$ cat config.mk
export PLATFORM = sky130hd
export DESIGN_NAME = fq_inbound_queue
export DESIGN_NICKNAME = d
export VERILOG_FILES = /design/src/rtl/fq_pkg.sv /design/src/rtl/fq_ring_ptr.sv /design/src/rtl/fq_flags.sv /design/src/rtl/fq_inbound_queue.sv
export SDC_FILE = /design/constraint.sdc
export NUM_CORES = 1
export LEC_CHECK = 0
export ABC_AREA = 1
export ABC_CLOCK_PERIOD_IN_PS = 4660
export CORE_MARGIN = 3
export CORE_UTILIZATION = 50
export CTS_BUF_LIST = sky130_fd_sc_hd__clkbuf_16
export CTS_CLUSTER_DIAMETER = 200
export DETAILED_ROUTE_END_ITERATION = 7
export GPL_ROUTABILITY_DRIVEN = 0
export PLACE_DENSITY = 0.73
export SLEW_MARGIN = 20
export SYNTH_ARGS = -nofsm -noshare
export SYNTH_HDL_FRONTEND = slang
export SYNTH_SLANG_ARGS = --single-unit
$ cat constraint.sdc
create_clock -name clk -period 4.66 [get_ports clk]
set_clock_uncertainty 0.15 [all_clocks]
set_input_delay 0.932 -clock clk [delete_from_list [all_inputs] [get_ports clk]]
set_output_delay 0.932 -clock clk [all_outputs]
set_load 0.03 [all_outputs]
$ cat src/rtl/fq_pkg.sv
package fq_pkg;

    localparam int ADDR_W   = 32;
    localparam int FRAME_SH = 12;
    localparam int MAX_LOG  = 11;
    localparam int SZ_W     = 4;

    typedef enum logic [1:0] {
        SEL_MODE = 2'd0,
        SEL_STAT = 2'd1,
        SEL_DEQ  = 2'd2,
        SEL_ENQ  = 2'd3
    } reg_sel_e;

    localparam int BIT_ERR  = 7;
    localparam int BIT_FULL = 4;
    localparam int BIT_QUE  = 0;
    localparam int BIT_EN   = 0;
    localparam int BIT_REL  = 1;
    localparam int SZ_LSB   = 12;

    typedef struct packed {
        logic err;
        logic full;
        logic que;
    } flags_t;

    function automatic int ring_log(input int code, input int max_log);
        return (code >= max_log) ? max_log : code + 1;
    endfunction

endpackage

$ cat src/rtl/fq_ring_ptr.sv
module fq_ring_ptr #(
    parameter int ADDR_W   = 32,
    parameter int FRAME_SH = 12,
    parameter int IDX_W    = 11
) (
    input  logic              clk,
    input  logic              rst,
    input  logic              load,
    input  logic [ADDR_W-1:0] load_val,
    input  logic              adv,
    input  logic [ADDR_W-1:0] base,
    input  logic [IDX_W-1:0]  mask,
    output logic [ADDR_W-1:0] ptr,
    output logic [IDX_W-1:0]  idx,
    output logic [IDX_W-1:0]  nidx
);
    logic [ADDR_W-1:0] ofs;
    logic [ADDR_W-1:0] nptr;

    always_comb begin
        ofs  = ptr - base;
        idx  = IDX_W'(ofs >> FRAME_SH);
        nidx = (idx + 1'b1) & mask;
        nptr = base + (ADDR_W'(nidx) << FRAME_SH);
    end

    always_ff @(posedge clk) begin
        if (rst)       ptr <= '0;
        else if (load) ptr <= load_val;
        else if (adv)  ptr <= nptr;
    end
endmodule

$ cat src/rtl/fq_flags.sv
module fq_flags
    import fq_pkg::*;
(
    input  logic   clk,
    input  logic   rst,
    input  flags_t set_i,
    input  flags_t clr_i,
    output flags_t q
);
    always_ff @(posedge clk) begin
        if (rst) q <= '0;
        else     q <= (q & ~clr_i) | set_i;
    end
endmodule

$ cat src/rtl/fq_inbound_queue.sv
module fq_inbound_queue
    import fq_pkg::*;
#(
    parameter int P_ADDR_W   = ADDR_W,
    parameter int P_FRAME_SH = FRAME_SH,
    parameter int P_MAX_LOG  = MAX_LOG,
    parameter int P_SZ_W     = SZ_W
) (
    input  logic                  clk,
    input  logic                  rst,
    input  logic                  reg_we,
    input  logic [1:0]            reg_addr,
    input  logic [P_ADDR_W-1:0]   reg_wdata,
    output logic [P_ADDR_W-1:0]   reg_rdata,
    input  logic                  msg_valid,
    input  logic                  msg_err,
    output logic                  wr_req,
    output logic [P_ADDR_W-1:0]   wr_addr,
    output logic                  irq,
    output logic [P_MAX_LOG-1:0]  deq_index
);
    localparam int IDX_W = P_MAX_LOG;

    reg_sel_e            sel;
    logic                mode_en;
    logic [P_SZ_W-1:0]   mode_sz;
    logic [P_ADDR_W-1:0] base;
    logic [IDX_W-1:0]    mask;
    logic [P_ADDR_W-1:0] enq_ptr, deq_ptr;
    logic [IDX_W-1:0]    enq_idx, enq_nidx, deq_idx, deq_nidx;
    logic                empty, full, accept, release_f, load_enq, load_deq;
    logic                wr_mode;
    flags_t              flag_set, flag_clr, flag_q;

    assign sel     = reg_sel_e'(reg_addr);
    assign wr_mode = reg_we && (sel == SEL_MODE);

    always_comb begin
        int lg;
        lg   = ring_log(int'(mode_sz), P_MAX_LOG);
        mask = IDX_W'((32'd1 << lg) - 32'd1);
    end

    always_ff @(posedge clk) begin
        if (rst) begin
            mode_en <= 1'b0;
            mode_sz <= '0;
            base    <= '0;
        end else begin
            if (wr_mode) begin
                mode_en <= reg_wdata[BIT_EN];
                mode_sz <= reg_wdata[SZ_LSB +: P_SZ_W];
            end
            if (load_enq || load_deq) base <= reg_wdata;
        end
    end

    assign load_deq = reg_we && !mode_en && (sel == SEL_DEQ);
    assign load_enq = reg_we && !mode_en && (sel == SEL_ENQ);

    assign empty     = (enq_ptr == deq_ptr);
    assign full      = (enq_nidx == deq_idx);
    assign accept    = msg_valid && !msg_err && mode_en && !full;
    assign release_f = wr_mode && reg_wdata[BIT_REL] && mode_en && !empty;

    fq_ring_ptr #(.ADDR_W(P_ADDR_W), .FRAME_SH(P_FRAME_SH), .IDX_W(IDX_W)) u_enq (
        .clk(clk), .rst(rst), .load(load_enq), .load_val(reg_wdata), .adv(accept),
        .base(base), .mask(mask), .ptr(enq_ptr), .idx(enq_idx), .nidx(enq_nidx)
    );

    fq_ring_ptr #(.ADDR_W(P_ADDR_W), .FRAME_SH(P_FRAME_SH), .IDX_W(IDX_W)) u_deq (
        .clk(clk), .rst(rst), .load(load_deq), .load_val(reg_wdata), .adv(release_f),
        .base(base), .mask(mask), .ptr(deq_ptr), .idx(deq_idx), .nidx(deq_nidx)
    );

    always_comb begin
        flag_set.que  = accept || (mode_en && !empty);
        flag_set.full = msg_valid && !msg_err && mode_en && full;
        flag_set.err  = msg_valid && msg_err && mode_en;
        flag_clr      = '0;
        if (reg_we && (sel == SEL_STAT)) begin
            flag_clr.err  = reg_wdata[BIT_ERR];
            flag_clr.full = reg_wdata[BIT_FULL];
            flag_clr.que  = reg_wdata[BIT_QUE];
        end
    end

    fq_flags u_flags (.clk(clk), .rst(rst), .set_i(flag_set), .clr_i(flag_clr), .q(flag_q));

    always_comb begin
        reg_rdata = '0;
        unique case (sel)
            SEL_MODE: begin
                reg_rdata[BIT_EN]               = mode_en;
                reg_rdata[SZ_LSB +: P_SZ_W]     = mode_sz;
            end
            SEL_STAT: begin
                reg_rdata[BIT_ERR]  = flag_q.err;
                reg_rdata[BIT_FULL] = flag_q.full;
                reg_rdata[BIT_QUE]  = flag_q.que;
            end
            SEL_DEQ:  reg_rdata = deq_ptr;
            SEL_ENQ:  reg_rdata = enq_ptr;
            default:  reg_rdata = '0;
        endcase
    end

    assign wr_req    = accept;
    assign wr_addr   = enq_ptr;
    assign irq       = |flag_q;
    assign deq_index = deq_idx;

    logic unused_ok;
    assign unused_ok = ^{enq_idx, deq_nidx};

endmodule

==> qor.yml <==
rrSetupSlack_ns: 0.28
cp-start-kind: "register"
p_clk_frac: 0.222
grt_pass1_vias: 10420
num_vias: 11530
synth_warnings: 0
hold_depth: 2
path_common_cell: "nand2_1"
leakagePower_nw: 5.537
routed_wl_microns: 37490
critPathMaxFanout: 6
finalSetupViolCount: 0
switchingPower_w: 0.001671
ys.flop_type: "dfxtp_1"
slowest_stage: "ha_2"
peakVddDrop_mv: 0.2007
synth_seq_cells: 104
stdcell_area_sq_um: 12410
setup_ws_ns: 0.1538
power_density_nw_per_um2: 305.7
syn_nets: 1685
required_ns: 3.58
synth_area_per_cell_sq_um: 6.042
htreeDepth: 3
report.final.slew_viol_count: 0
synth_cell_types: 47
maxCapViolations: 0
io_buffers: 115
final_cell_mix: "nand2_1 (466), inv_1 (168), a21oi_1 (126)"
die_area_sq_um: 20740
intPower_w: 0.002122
die_h_microns: 144.0
worst_ep_arrival_time_ns: 3.42
root_buffer: "clkbuf_16"
netlist_instances: 1576
min_period_over_period: 0.9670
r2r-end: "u_deq.ptr[31]"
hold_path.class: "reg2reg"
min_delay_worst_endpoint: "u_flags.q[2]"
drt_pass1_iterations: 6
seq_power_share: 0.261
grtUsageTotal: 0.3475
synth_area_sq_um: 9523
drt-wirelength-per-cell_microns: 19.16
dp_slack_ns: -0.008473
pwr-share-comb: 0.517
num-fill-cells: 1610
final_antenna_net_count: 0
grt_max_degree: 56
viasPerCell: 5.892
gr-total-overflow: 0
nets: 1834
drc: 0
num_rows: 49
drt-initial-drc-count: 1282
r2r_cells: 22
area_growth_pct: 30.31
clk_pin_slew_ns: 0.07
critPathCaptureType: "output port"
swShare: 0.4406
numCtsBuffers: 9
hpwl_microns: 28090
ys_seq_area_frac: 0.2186
hold_viol: 0
period_minus_slack_ns: 4.506
crit_type: "reg2out"
coreArea_sq_um: 18330
timing.rr.start: "base[15]"
fp.dieW_microns: 144.0
max_freq_mhz: 221.9
placed_area_sq_um: 11260
clock_latency_ns: 0.36
worst_pin_slew_ns: 0.9300
cp_cell_sequence: "inv_1, ha_2, nand2_2, nor3_4, nand4_1, nand3_1, nand2_1, nand2_1, nor2_1, a21oi_1, nand2_1, nand2_1, nand2_1, inv_2, nand2_1, nor2_2, nand2_2, nand2_4, inv_1, clkbuf_4"
ios: 116
drive_gt1_frac: 0.1603
cts_tree: "built"
synth-async-reset-ratio: 0
worst_hold_slack_ns: 0.3413
layout_commonest_cell: "nand2_1"
cts_buffer_depth: 2
start_util: 0.5195
p_total_w: 0.003793
hp-start: "u_flags.q[2]"
antenna_found_initial: 0
status: "complete, no violations"
antenna_cells: 0
relSlewSlack: 0.3791
worstSetupStartpoint: "base[18]"
synth_edf_count: 0
critical_path.max_stage_delay_ns: 0.42
cts_sinks: 104
grt_pass1_wl_microns: 55970
==> registers in the layout, summed over array words and instances, names as in the netlist <==
register	cells
base	32
u_deq.ptr	32
u_enq.ptr	32
mode_sz	4
u_flags.q	3
mode_en	1
==> layout make-up <==
cell class,count,area [sq um],share of cell area
clock inverter,5,81.33,0.006554
inverter,196,750.7,0.06050
multi-input combinational,1229,7262,0.5852
tap,229,286.5,0.02309
clock buffer,9,225.2,0.01815
sequential,104,2097,0.1690
timing repair buffer,185,1707,0.1375
==> metrics by stage <==
step,cells,TNS [ns],utilization
after CTS,1947,-0.01518,0.6318
after global routing,1957,-0.3368,0.6770
after global placement,1933,0,0.6140
after detailed placement,1933,-0.008473,0.6140
final,1957,0,0.6770
after floorplan,1576,0,-
==> per-layer routing <==
metal | routed length, microns | track usage | vias to the layer above
li1 | - | - | 5489
met1 | 15130 | 0.4643 | 5231
met3 | 4209 | 0.07771 | 135
met4 | 1822 | 0.1368 | 0
met5 | 0 | 0 | -
met2 | 16330 | 0.5463 | 676
==> critical path, delay by kind of cell (launching register included) <==
family | cells | cell delay, ns
AOI/OAI and AO/OA | 1 | 0.18
and+or+nand+nor | 14 | 1.69
DFF | 1 | 0.38
adders and majority gates | 1 | 0.42
buffers and inverters | 4 | 0.39
==> cell families (layout without fill, tap and decap cells) <==
group	count (synthesis)	count (layout)	synth area share
xor+xnor	51	51	0.04927
fa+ha+maj	70	70	0.09355
buf+inv	243	395	0.09828
mux	3	3	0.003153
simple gates	784	784	0.3492
flops	104	104	0.2186
compound gates	321	321	0.1879
==> power by group through the flow <==
stage               clock network, W  logic, W  registers (W)
floorplan                          0   0.00115        0.00102
global placement                   0   0.00169       0.000998
detailed placement                 0   0.00171       0.000999
finish                      0.000841   0.00196       0.000991
global route                0.000871   0.00213       0.000995
CTS                         0.000841   0.00172       0.000978
==> repair_timing <==
action,4_1_cts,5_1_grt
endpoints found under the setup margin,3,34
gates resized for setup,5,167
setup buffers,0,10
pin swaps,1,26
hold buffers,0,0
==> cell usage after synthesis (all sizes together), types with 16 or more instances <==
cell type	instances	area share
ha	68	0.089
nand2	502	0.20
clkbuf	41	0.016
nand3	103	0.057
inv	196	0.077
nor3	19	0.011
nand4	22	0.014
nor2	123	0.053
a22o	16	0.015
xnor2	31	0.029
a31oi	34	0.022
dfxtp	104	0.22
o21ai	101	0.053
xor2	20	0.020
a21oi	138	0.073
==> worst max-delay path by stage <==
stage	cells past startpoint	to	slack (ns)
4_1_cts	24	wr_req	-0.02
5_1_grt	30	u_deq.ptr[30]	-0.08
2_1_floorplan	30	u_deq.ptr[30]	0.34
3_3_place_gp	22	wr_req	0.1
6_report	20	wr_req	0.15
3_5_place_dp	30	u_deq.ptr[30]	-0.008
Power figures use the tool's default switching activity.
